`config.mk`:
```
export PLATFORM = sky130hd
export DESIGN_NAME = fp8cfg_seq
export DESIGN_NICKNAME = d
export VERILOG_FILES = /design/src/rtl/fp8cfg_pkg.sv /design/src/rtl/fp8cfg_step_fsm.sv /design/src/rtl/fp8cfg_rec_build.sv /design/src/rtl/fp8cfg_beat_tx.sv /design/src/rtl/fp8cfg_seq.sv
export SDC_FILE = /design/constraint.sdc
export NUM_CORES = 1
export LEC_CHECK = 0
export ABC_AREA = 1
export BUFFER_PORTS_ARGS = -buffer_cell sky130_fd_sc_hd__buf_2
export CORE_MARGIN = 3
export CORE_UTILIZATION = 51
export CTS_BUF_LIST = sky130_fd_sc_hd__clkbuf_4 sky130_fd_sc_hd__clkbuf_8 sky130_fd_sc_hd__clkbuf_16
export CTS_CLUSTER_DIAMETER = 120
export DETAILED_ROUTE_END_ITERATION = 10
export PLACE_DENSITY = 0.84
export SYNTH_ARGS = -nofsm -noshare
export SYNTH_HDL_FRONTEND = slang
export SYNTH_SLANG_ARGS = --single-unit
```
`constraint.sdc`:
```
create_clock -name clk -period 2.1 [get_ports clk]
set_input_delay 0 -clock clk [delete_from_list [all_inputs] [get_ports clk]]
set_output_delay 0 -clock clk [all_outputs]
set_load 0.02 [all_outputs]
```
`src/rtl/fp8cfg_pkg.sv`:
```
package fp8cfg_pkg;

  localparam int unsigned BEATS    = 8;
  localparam int unsigned BEAT_W   = 64;
  localparam logic [7:0]  OPC_WR   = 8'hA5;
  localparam logic [7:0]  OPC_FNC  = 8'hAA;
  localparam logic [7:0]  REC_LEN  = 8'h10;
  localparam logic [7:0]  WR_BYTES = 8'd4;
  localparam logic [7:0]  FNC_TAG  = 8'd9;
  localparam logic [7:0]  FNC_MARK = 8'h80;

  typedef enum logic [2:0] {
    ST_IDLE, ST_CTRL, ST_EMAX, ST_DMA, ST_FCTRL, ST_FEMAX, ST_FIN
  } step_e;

  typedef struct packed {
    logic        is_fence;
    logic [63:0] addr;
    logic [31:0] val;
  } rec_desc_t;

  // engine control register value
  function automatic logic [31:0] ctrl_word(logic rx, logic st, logic fa, logic fb);
    return {28'h0, fb, fa, st, rx};
  endfunction

  // DMA OCP conversion control value
  function automatic logic [31:0] ocp_word(logic rx, logic st, logic sel);
    return {27'h0, sel, 2'b00, st, rx};
  endfunction

  // DMA non-OCP conversion control value
  function automatic logic [31:0] nocp_word(logic fa, logic fb, logic sel);
    return {26'h0, 1'b1, sel, 2'b00, fb, fa};
  endfunction

  // one 64-bit beat of a record, bytes little-endian
  function automatic logic [63:0] rec_beat(rec_desc_t d, int unsigned k);
    logic [63:0] b;
    b = '0;
    case (k)
      0: b = {48'h0, REC_LEN, (d.is_fence ? OPC_FNC : OPC_WR)};
      1: b = {16'h0, (d.is_fence ? FNC_MARK : 8'h00),
              (d.is_fence ? FNC_TAG : WR_BYTES), 32'h0};
      2: b = d.addr;
      3: b = {32'h0, (d.is_fence ? 32'h0 : d.val)};
      default: b = '0;
    endcase
    return b;
  endfunction

endpackage

```
`src/rtl/fp8cfg_step_fsm.sv`:
```
module fp8cfg_step_fsm
  import fp8cfg_pkg::*;
#(
  parameter int          MAX_DMA     = 16,
  parameter int          EMAX_W      = 16,
  parameter logic [63:0] CSR_BASE    = 64'h0040_0000,
  parameter logic [63:0] CTRL_OFF    = 64'h100,
  parameter logic [63:0] CTRL_STRIDE = 64'h40,
  parameter logic [63:0] EMAX_OFF    = 64'h200,
  parameter logic [63:0] DMA_BASE    = 64'h0080_0000,
  parameter logic [63:0] DMA_STRIDE  = 64'h1000,
  parameter logic [63:0] OCP_OFF     = 64'h20,
  parameter logic [63:0] NOCP_OFF    = 64'h30,
  parameter logic [63:0] SEL_STRIDE  = 64'h4,
  localparam int         DCNT_W      = $clog2(MAX_DMA + 1)
) (
  input  logic              clk,
  input  logic              rst_n,
  input  logic              start,
  input  logic              cap_en,
  input  logic [2:0]        eng_type,
  input  logic              rng_ext,
  input  logic              sat_mode,
  input  logic              nocp_a,
  input  logic              nocp_b,
  input  logic [EMAX_W-1:0] emax_e4m3,
  input  logic [EMAX_W-1:0] emax_e5m2,
  input  logic [DCNT_W-1:0] dma_cnt,
  input  logic              rec_done,
  output step_e             step,
  output rec_desc_t         desc,
  output logic              rec_active,
  output logic              start_take,
  output logic              fin_err
);

  localparam logic [DCNT_W-1:0] CNT_CAP = DCNT_W'(MAX_DMA);

  step_e             step_q, nxt_step;
  logic [2:0]        ty_q;
  logic              rx_q, st_q, fa_q, fb_q, err_q;
  logic [EMAX_W-1:0] e4_q, e5_q;
  logic [DCNT_W-1:0] cnt_q, idx_q, nxt_idx;
  logic [1:0]        sub_q, nxt_sub;

  function automatic logic [31:0] emax_word(logic [EMAX_W-1:0] a, logic [EMAX_W-1:0] b);
    return 32'({b, a});
  endfunction

  function automatic logic [63:0] dma_addr(logic [DCNT_W-1:0] i, logic [1:0] s);
    logic [63:0] base;
    base = DMA_BASE + 64'(i) * DMA_STRIDE;
    base = base + (s[1] ? NOCP_OFF : OCP_OFF);
    return base + (s[0] ? 64'h0 : SEL_STRIDE);
  endfunction

  assign start_take = (step_q == ST_IDLE) && start;
  assign step       = step_q;
  assign fin_err    = (step_q == ST_FIN) && err_q;
  assign rec_active = (step_q != ST_IDLE) && (step_q != ST_FIN);

  logic [63:0] ctrl_addr, emax_addr;
  assign ctrl_addr = CSR_BASE + CTRL_OFF + 64'(ty_q) * CTRL_STRIDE;
  assign emax_addr = CSR_BASE + EMAX_OFF;

  always_comb begin
    desc = '0;
    case (step_q)
      ST_CTRL: begin
        desc.addr = ctrl_addr;
        desc.val  = ctrl_word(rx_q, st_q, fa_q, fb_q);
      end
      ST_EMAX: begin
        desc.addr = emax_addr;
        desc.val  = emax_word(e4_q, e5_q);
      end
      ST_DMA: begin
        desc.addr = dma_addr(idx_q, sub_q);
        desc.val  = sub_q[1] ? nocp_word(fa_q, fb_q, ~sub_q[0])
                             : ocp_word(rx_q, st_q, ~sub_q[0]);
      end
      ST_FCTRL: begin
        desc.is_fence = 1'b1;
        desc.addr     = ctrl_addr;
      end
      ST_FEMAX: begin
        desc.is_fence = 1'b1;
        desc.addr     = emax_addr;
      end
      default: desc = '0;
    endcase
  end

  always_comb begin
    nxt_step = step_q;
    nxt_idx  = idx_q;
    nxt_sub  = sub_q;
    case (step_q)
      ST_CTRL: begin
        if (ty_q == 3'd3)
          nxt_step = ST_EMAX;
        else if (ty_q == 3'd0 && cnt_q != '0) begin
          nxt_step = ST_DMA;
          nxt_idx  = '0;
          nxt_sub  = 2'd0;
        end else
          nxt_step = ST_FCTRL;
      end
      ST_EMAX: nxt_step = ST_FCTRL;
      ST_DMA: begin
        if (sub_q != 2'd3)
          nxt_sub = sub_q + 2'd1;
        else if (idx_q != DCNT_W'(cnt_q - 1'b1)) begin
          nxt_sub = 2'd0;
          nxt_idx = idx_q + 1'b1;
        end else
          nxt_step = ST_FCTRL;
      end
      ST_FCTRL: nxt_step = (ty_q == 3'd3) ? ST_FEMAX : ST_FIN;
      ST_FEMAX: nxt_step = ST_FIN;
      default:  nxt_step = step_q;
    endcase
  end

  always_ff @(posedge clk or negedge rst_n) begin
    if (!rst_n) begin
      step_q <= ST_IDLE;
      ty_q   <= '0;
      rx_q   <= 1'b0;
      st_q   <= 1'b0;
      fa_q   <= 1'b0;
      fb_q   <= 1'b0;
      e4_q   <= '0;
      e5_q   <= '0;
      cnt_q  <= '0;
      idx_q  <= '0;
      sub_q  <= '0;
      err_q  <= 1'b0;
    end else begin
      case (step_q)
        ST_IDLE: begin
          if (start) begin
            ty_q  <= eng_type;
            rx_q  <= rng_ext;
            st_q  <= sat_mode;
            fa_q  <= nocp_a;
            fb_q  <= nocp_b;
            e4_q  <= emax_e4m3;
            e5_q  <= emax_e5m2;
            cnt_q <= (dma_cnt > CNT_CAP) ? CNT_CAP : dma_cnt;
            idx_q <= '0;
            sub_q <= '0;
            err_q <= ~cap_en;
            if (!cap_en || eng_type > 3'd3)
              step_q <= ST_FIN;
            else
              step_q <= ST_CTRL;
          end
        end
        ST_FIN: step_q <= ST_IDLE;
        default: begin
          if (rec_done) begin
            step_q <= nxt_step;
            idx_q  <= nxt_idx;
            sub_q  <= nxt_sub;
          end
        end
      endcase
    end
  end

endmodule

```
`src/rtl/fp8cfg_rec_build.sv`:
```
module fp8cfg_rec_build
  import fp8cfg_pkg::*;
(
  input  rec_desc_t   desc,
  input  logic [2:0]  beat_idx,
  output logic [63:0] beat_data
);

  logic [BEAT_W-1:0] beats [BEATS];

  for (genvar g = 0; g < BEATS; g++) begin : g_beat
    assign beats[g] = rec_beat(desc, g);
  end

  assign beat_data = beats[beat_idx];

endmodule

```
`src/rtl/fp8cfg_beat_tx.sv`:
```
module fp8cfg_beat_tx
  import fp8cfg_pkg::*;
#(
  localparam int IDX_W = $clog2(BEATS)
) (
  input  logic             clk,
  input  logic             rst_n,
  input  logic             active,
  input  logic             rec_ready,
  output logic             rec_valid,
  output logic             rec_last,
  output logic [IDX_W-1:0] beat_idx,
  output logic             rec_done
);

  localparam logic [IDX_W-1:0] LAST_IDX = IDX_W'(BEATS - 1);

  logic [IDX_W-1:0] beat_q;
  logic             accept;

  assign rec_valid = active;
  assign rec_last  = active && (beat_q == LAST_IDX);
  assign accept    = rec_valid && rec_ready;
  assign rec_done  = accept && (beat_q == LAST_IDX);
  assign beat_idx  = beat_q;

  always_ff @(posedge clk or negedge rst_n) begin
    if (!rst_n)
      beat_q <= '0;
    else if (rec_done)
      beat_q <= '0;
    else if (accept)
      beat_q <= beat_q + 1'b1;
  end

endmodule

```
`src/rtl/fp8cfg_seq.sv`:
```
module fp8cfg_seq
  import fp8cfg_pkg::*;
#(
  parameter int          MAX_DMA     = 16,
  parameter int          EMAX_W      = 16,
  parameter logic [63:0] CSR_BASE    = 64'h0040_0000,
  parameter logic [63:0] CTRL_OFF    = 64'h100,
  parameter logic [63:0] CTRL_STRIDE = 64'h40,
  parameter logic [63:0] EMAX_OFF    = 64'h200,
  parameter logic [63:0] DMA_BASE    = 64'h0080_0000,
  parameter logic [63:0] DMA_STRIDE  = 64'h1000,
  parameter logic [63:0] OCP_OFF     = 64'h20,
  parameter logic [63:0] NOCP_OFF    = 64'h30,
  parameter logic [63:0] SEL_STRIDE  = 64'h4,
  localparam int         DCNT_W      = $clog2(MAX_DMA + 1)
) (
  input  logic              clk,
  input  logic              rst_n,
  input  logic              start,
  input  logic              cap_en,
  input  logic [2:0]        eng_type,
  input  logic              rng_ext,
  input  logic              sat_mode,
  input  logic              nocp_a,
  input  logic              nocp_b,
  input  logic [EMAX_W-1:0] emax_e4m3,
  input  logic [EMAX_W-1:0] emax_e5m2,
  input  logic [DCNT_W-1:0] dma_cnt,
  output logic              rec_valid,
  input  logic              rec_ready,
  output logic [63:0]       rec_data,
  output logic              rec_last,
  output logic              cfg_busy,
  output logic              cfg_done,
  output logic              cfg_err
);

  step_e     step;
  rec_desc_t desc;
  logic      rec_active;
  logic      start_take;
  logic      fin_err;
  logic      rec_accept;
  logic [2:0] beat_idx;

  fp8cfg_step_fsm #(
    .MAX_DMA(MAX_DMA), .EMAX_W(EMAX_W), .CSR_BASE(CSR_BASE),
    .CTRL_OFF(CTRL_OFF), .CTRL_STRIDE(CTRL_STRIDE), .EMAX_OFF(EMAX_OFF),
    .DMA_BASE(DMA_BASE), .DMA_STRIDE(DMA_STRIDE), .OCP_OFF(OCP_OFF),
    .NOCP_OFF(NOCP_OFF), .SEL_STRIDE(SEL_STRIDE)
  ) fsm_i (
    .clk(clk), .rst_n(rst_n), .start(start), .cap_en(cap_en),
    .eng_type(eng_type), .rng_ext(rng_ext), .sat_mode(sat_mode),
    .nocp_a(nocp_a), .nocp_b(nocp_b), .emax_e4m3(emax_e4m3),
    .emax_e5m2(emax_e5m2), .dma_cnt(dma_cnt), .rec_done(rec_accept),
    .step(step), .desc(desc), .rec_active(rec_active),
    .start_take(start_take), .fin_err(fin_err)
  );

  fp8cfg_beat_tx tx_i (
    .clk(clk), .rst_n(rst_n), .active(rec_active), .rec_ready(rec_ready),
    .rec_valid(rec_valid), .rec_last(rec_last), .beat_idx(beat_idx),
    .rec_done(rec_accept)
  );

  fp8cfg_rec_build build_i (
    .desc(desc), .beat_idx(beat_idx), .beat_data(rec_data)
  );

  assign cfg_busy = (step != ST_IDLE);
  assign cfg_done = (step == ST_FIN);
  assign cfg_err  = fin_err;

endmodule

```
==> results of run 1 <==
[routing by layer]
layer / wire length, um / part of all wire (%) / GRT usage (%)
met1: 4040 / 41 / 29.4
met2: 4970 / 50 / 41.6
met3: 678 / 6.8 / 5.19
met4: 269 / 2.7 / 11.6
met5: 0 / 0 / 0
[cells in the final DEF (no fill, tap or decap), types with 3 or more instances in the layout]
cell type / netlist / routed
o211ai_1: 3 / 3
o21ai_0: 15 / 15
nand2_1: 221 / 220
conb_1: 1 / 28
a21oi_1: 19 / 19
nor3_1: 6 / 6
nor2_4: 5 / 5
ha_1: 5 / 5
nor2_1: 43 / 42
dlygate4sd3_1: 0 / 46
nand2_2: 5 / 6
dfrtp_1: 58 / 56
a22o_1: 3 / 3
buf_4: 32 / 4
inv_1: 44 / 44
nand3_1: 26 / 26
buf_2: 9 / 89
buf_12: 0 / 4
xor2_1: 3 / 3
clkbuf_8: 0 / 11
[cells in the mapped netlist, types with 3 or more instances]
library cell and instances:
nand2_1 221, dfrtp_1 58, inv_1 44, nor2_1 43, buf_4 32, nand3_1 26, a21oi_1 19, o21ai_0 15
buf_2 9, nor3_1 6, ha_1 5, nand2_2 5, nor2_4 5, clkbuf_1 4, a22o_1 3, o211ai_1 3
xor2_1 3
[power by group]
part           internal [uW]  total [uW]  switching, uW
combinational           1070        3180           2110
clock                    624        1080            457
sequential              1610        2040            434
[flip-flops by register name, summed over array words and instances (netlist names)]
name	cells
fsm_i.st_q	1
fsm_i.idx_q	5
fsm_i.e4_q	16
fsm_i.step	3
fsm_i.rx_q	1
fsm_i.sub_q	2
fsm_i.fb_q	1
fsm_i.fa_q	1
fsm_i.ty_q	3
fsm_i.e5_q	16
fsm_i.cnt_q	5
tx_i.beat_idx	3
fsm_i.err_q	1
[cell families after synthesis]
group | Yosys count | share of synthesized area [%]
xor gates and xnor gates | 4 | 0.969
buffers and inverters | 94 | 13.5
DFF | 58 | 40.1
adders and majority gates | 5 | 1.73
and+or+nand+nor | 314 | 36.1
other | 1 | 0.104
AOI/OAI and AO/OA | 47 | 7.54
[repair_timing]
action,in CTS,in global routing
hold endpoints to repair,70,0
gates resized for setup,0,7
buffers inserted,0,4
endpoints found under the setup margin,0,22
hold buffers,46,0
[path summary, 6_finish.rpt]
check / from / to / slack, ps / depth (start not counted)
worst max-delay path: fsm_i.step[0] / rec_data[23] / 60 / 8
worst min-delay path: rec_ready / tx_i.beat_idx[0] / 90 / 6
worst max register to register: fsm_i.cnt_q[0] / fsm_i.idx_q[2] / 260 / 12
worst min register to register: fsm_i.e5_q[3] / fsm_i.e5_q[3] / 480 / 2
max in group asynchronous: rst_n / fsm_i.e4_q[0] / 1260 / 3
min in group asynchronous: rst_n / fsm_i.step[0] / 230 / 2
[layout make-up]
type	count	area, um2	share of cell area, %
clock buffer	12	159	3.33
clock inverter	4	50.0	1.05
inverter	47	179	3.75
multi-input combinational	398	1780	37.4
sequential	58	1450	30.5
tap	96	120	2.52
timing repair buffer	144	1020	21.4
[per-stage QoR]
step / cells / worst slack [ps] / hold slack [ps] / TNS, ps
detailed placement: 693 / 269 / 63.9 / 0
CTS: 755 / 19.0 / 89.7 / 0
floorplan: 550 / 525 / -296 / 0
finish: 759 / 64.0 / 93.0 / 0
global placement: 693 / 370 / 56.6 / 0
global route: 759 / -64.0 / 153 / -123
[critical path: cells and delay by family (launching register included)]
family	cells	cell delay, ps
AND/OR/NAND/NOR	5	900
flip-flops	1	470
buffers and inverters	3	330
==> metrics.md, run 1 <==
| Metric | Value |
|---|---|
| Routed vias/inst | 4.96 |
| Design area | approximately 4800 um2 |
| Global route overflow | 0 |
| CP max stage cell | dfrtp_1 |
| Global-route wire length before repair | 16,400 um |
| Area leader, netlist | dfrtp_1 |
| Max Freq | 0.491 GHz |
| DRT iter0 DRCs | 401 |
| HP Class | in -> reg |
| Slew Limit Fails | 0 |
| Slew @ Worst Pin | 645 ps |
| Fin. Hold Viols | 0 |
| Vias in the first global route | 3,651 |
| Synth top area cells | dfrtp_1, nand2_1, buf_4, inv_1, nor2_1 |
| Rel. slew slack | 57.0% |
| CP peak stage delay | approximately 470 ps |
| VDD IR max | approximately 0.00053 V |
| Final period util | between 90% and 100% |
| Layout area overhead | 31.8% |
| Port Buf Inserts | 89 |
| Most common cell on crit path | nand2_1 |
| Via count | ~3,800 |
| Synthesized area per cell | 6.91 um2 |
| Largest net degree at the start of global routing | 50 |
| Detailed-router iteration count before antenna repair | 5 |
| Num CTS Buffers | 9 |
| DRT antenna net count | 0 |
| #FFs+latches synth | 58 |
| Ys async rst share | 100% |
| # clock sinks | 58 |
| Die X | around 90 um |
| WL per Instance | 13.1 um |
| Main synth FF type | dfrtp_1 |
| # H-tree levels | 3 |
| Top-area cell type share of the netlist area | ~40% |
| Mapped Area | 3620 um2 |
| Final HPWL DP | ~6500 um |
| Post-route DRC | 0 |
| Initial Util | 52.9% |
| Pwr dens | 1320 nW/um2 |
| Power, Total | 6310 uW |
| Fin crit period | 2040 ps |
| Distinct cells, synth | 33 |
| Mapped Cells | about 520 |
| TritonCTS clock tree | done |
| CP cell instances | nand2_1, nor2_4, inv_4, nand2_1, nand2_1, or2_1, inv_1, buf_2 |
| IO Count | around 120 |
| Fill cells | around 520 |
| CP startpoint kind | flop |
| Final WL | 9950 um |
| Clk_lat worst skew | 330 ps |
| Final nets | around 710 |
| CTS Buffer Depth | 2 |
| CP Class | reg -> out |
| Gr usage total | 24.4% |
| CP arrival | 2040 ps |
| Share of cells above drive strength 1 | about a fifth |
| Row cnt | 30 |
| Placeable Area | 6830 um2 |
| Sequential area share after synthesis | 40.1% |
| CTS clock-pin slew for the worst setup and hold paths | about 70 ps |
| EDFF count, synth | 0 |
| Antenna cells | 0 |
| Setup crit end kind | primary output |
| Status | finished clean |
| Setup Skew | a little under 9 ps |
| Crit path required time | 2100 ps |
| Clock Root Buffer | clkbuf_8 |
| Max-cap violations | 0 |
| Initial antenna violation count | 0 |
| CP Max Fanout | 8 |
| Setup Viol. Count Final | 0 |
| GP Congestion | 0.895 |
| Die area | between 8000 and 9000 um2 |
| Die height | 90.2 um |
| Placed inst area | a little over 4000 um2 |
| Synthesis Warnings | 0 |
| RSZ-0062 raised after global routing | true |
| Leakage | 0.00261 uW |
| Finished Core Util | 69.8% |
(Power assumes the default switching activity.)
==> run 2: changes to the inputs <==
--- a/config.mk
+++ b/config.mk
@@ -13,6 +13,7 @@
 export CTS_CLUSTER_DIAMETER = 120
 export DETAILED_ROUTE_END_ITERATION = 10
 export PLACE_DENSITY = 0.84
+export REMOVE_ABC_BUFFERS = 1
 export SYNTH_ARGS = -nofsm -noshare
 export SYNTH_HDL_FRONTEND = slang
 export SYNTH_SLANG_ARGS = --single-unit
==> run 2 against run 1 <==
Wire length is 14% higher. Highest routed layer unchanged. Global-route usage is 3.8 points higher. Critical path type is now reg -> reg. Critical endpoint is now fsm_i.cnt_q[1]. Via count is 4.9% higher. First-iteration DRC count is 6.0% lower. Die area stayed put.
==> metrics.md, run 2 (synthesis results as in run 1) <==
| Metric | Value |
|---|---|
| Worst r2r src | fsm_i.step[0] (was fsm_i.cnt_q[0]) |
| Reg-to-reg slack, setup | 90 ps (was 260 ps) |
| Setup crit end kind | flop (was primary output) |
| Top flop regs | fsm_i.e4_q: 16 flops, fsm_i.e5_q: 16 flops (unchanged) |
| Status | finished clean (unchanged) |
| Most frequent cells in the layout | nand2_1, buf_2, dfrtp_1, dlygate4sd3_1, inv_1 (unchanged) |
| CP arrival | 2290 ps (was 2040 ps) |
| Routed vias/inst | 5.19 (was 4.96) |
| Slew Limit Fails | 0 (unchanged) |
| Hold path cells | 6 (unchanged) |
| Setup Skew | 9.08 ps (was 8.78 ps) |
| Initial Util | 52.9% (unchanged) |
| Fin Hold WS | 85.5 ps (was 93.0 ps) |
| Fin cells | 761 (was 759) |
| # H-tree levels | 3 (unchanged) |
| Placed instance count | 695 (was 693) |
| Max Freq | 0.497 GHz (was 0.491 GHz) |
| GP Congestion | 0.934 (was 0.895) |
| Global-route wire length before repair | 18,600 um (was 16,400 um) |
| Final HPWL DP | 6640 um (was 6540 um) |
| Die X | 90.2 um (unchanged) |
| Final nets | 714 (was 712) |
| Seq pwr share | 32.0% (was 32.4%) |
| Max-cap violations | 0 (unchanged) |
| Clock network fraction of total power | 17.2% (was 17.1%) |
| Leakage | 0.00260 uW (was 0.00261 uW) |
| DRT antenna net count | 0 (unchanged) |
| Final period util | 95.9% (was 97.0%) |
| Layout area overhead | 32.4% (was 31.8%) |
| Num CTS Buffers | 9 (unchanged) |
| Power, Total | 6450 uW (was 6310 uW) |
| CP Max Fanout | 21 (was 8) |
| CTS clock-pin slew for the worst setup and hold paths | 70 ps (about the same) |
| # clock sinks | 58 (unchanged) |
| Most common cell after layout, fill and taps aside | nand2_1 (unchanged) |
| Crit path required time | 2380 ps (was 2100 ps) |
| Port Buf Inserts | 89 (unchanged) |
| Clock Root Buffer | clkbuf_8 (unchanged) |
| Hold path start | rec_ready (unchanged) |
| Worst flop-to-flop path endpoint | fsm_i.cnt_q[1] (was fsm_i.idx_q[2]) |
| Share of cells above drive strength 1 | 21.1% (was 20.5%) |
| Fin. Hold Viols | 0 (unchanged) |
| DRT iter0 DRCs | 377 (was 401) |
| Clk_lat worst skew | 360 ps (was 330 ps) |
| Die height | 90.2 um (unchanged) |
| Post-Place Setup Slack | 269 ps (about the same) |
| Switching power total | 3130 uW (was 3010 uW) |
| Final WL | 11,300 um (was 9950 um) |
| Comb pwr share | 50.7% (was 50.5%) |
| Pwr dens | 1350 nW/um2 (was 1320 nW/um2) |
| Gr usage total | 28.2% (was 24.4%) |
| WL per Instance | 14.9 um (was 13.1 um) |
| Worst R2R Path Depth | 7 (was 12) |
| CP startpoint kind | flop (unchanged) |
| Row cnt | 30 (unchanged) |
| Placeable Area | 6830 um2 (unchanged) |
| WHS Endpoint | tx_i.beat_idx[0] (unchanged) |
| Vias in the first global route | 3,955 (was 3,651) |
| Largest net degree at the start of global routing | 59 (was 50) |
| CTS Buffer Depth | 2 (unchanged) |
| Via count | 3,952 (was 3,766) |
| Fill cells | 510 (was 523) |
| HP Class | in -> reg (unchanged) |
| Fin crit period | 2010 ps (was 2040 ps) |
| IO Count | 118 (unchanged) |
| VDD IR max | 0.000787 V (was 0.000530 V) |
| Detailed-router iteration count before antenna repair | 5 (unchanged) |
| Die area | 8140 um2 (unchanged) |
| Post-route DRC | 0 (unchanged) |
| TritonCTS clock tree | done (unchanged) |
| Setup Viol. Count Final | 0 (unchanged) |
| CP Class | reg -> reg (was reg -> out) |
| Initial antenna violation count | 0 (unchanged) |
| Antenna cells | 0 (unchanged) |
| Setup ws final | 86.4 ps (was 64.0 ps) |
| Pint | 3320 uW (was 3310 uW) |
| Global route overflow | 0 (unchanged) |
| Switching portion of total power | 48.5% (was 47.6%) |
==> run 2: worst max-delay path by stage <==
stage,end,startpoint,slack [ps]
after floorplan,rec_data[32],fsm_i.step[2],-170
after detailed placement,fsm_i.idx_q[3],fsm_i.step[2],270
after global placement,fsm_i.idx_q[0],fsm_i.step[2],370
after global routing,rec_data[9],fsm_i.step[1],-30
after CTS,rec_data[35],fsm_i.step[2],20
final,fsm_i.cnt_q[1],fsm_i.step[0],90
==> run 2: area by class of cell <==
cell class / count / area [um2] / area share [%]
clock buffer: 12 / 159 / 3.32
clock inverter: 4 / 50.0 / 1.05
inverter: 47 / 179 / 3.74
multi-input combinational: 398 / 1790 / 37.3
sequential: 58 / 1460 / 30.4
tap: 96 / 120 / 2.51
timing repair buffer: 146 / 1030 / 21.6
==> run 2: per-layer routing <==
metal | up-vias | global-route usage, % | wire [um]
li1 | 1837 | - | -
met1 | 1838 | 32.2 | 4330
met2 | 237 | 50.3 | 5750
met3 | 40 | 6.28 | 894
met4 | 0 | 12.9 | 368
met5 | - | 0 | 0
==> run 2: timing repair <==
item / CTS / global route
setup endpoints to repair: 0 / 35
hold buffers: 48 / 0
resized for setup: 0 / 12
buffers inserted: 0 / 2
endpoints found under the hold margin: 103 / 0
==> run 2: worst max-delay path: stages, from the launching register on <==
cell           delay, ps
dfrtp_2              460
nor2_2               190
nand2_4              100
nor2_4               160
buf_12               180
nand3_1              120
dlygate4sd3_1        630
o21ai_0               80
==> run 2: power groups by stage <==
stage          clock [uW]  combinational (uW)  sequential [uW]
6_report             1110                3270             2070
5_1_grt              1160                3650             2130
4_1_cts              1090                3130             2020
3_3_place_gp            0                2940             2000
3_5_place_dp            0                3030             2030
2_1_floorplan           0                2190             1910
==> run 2: per-stage QoR <==
stage	TNS [ps]	util (%)	area (um2)
2_1_floorplan	-700	-	3410
3_3_place_gp	0	59.3	4050
3_5_place_dp	0	59.3	4050
4_1_cts	0	69.4	4740
5_1_grt	-33.7	70.1	4790
6_report	0	70.1	4790
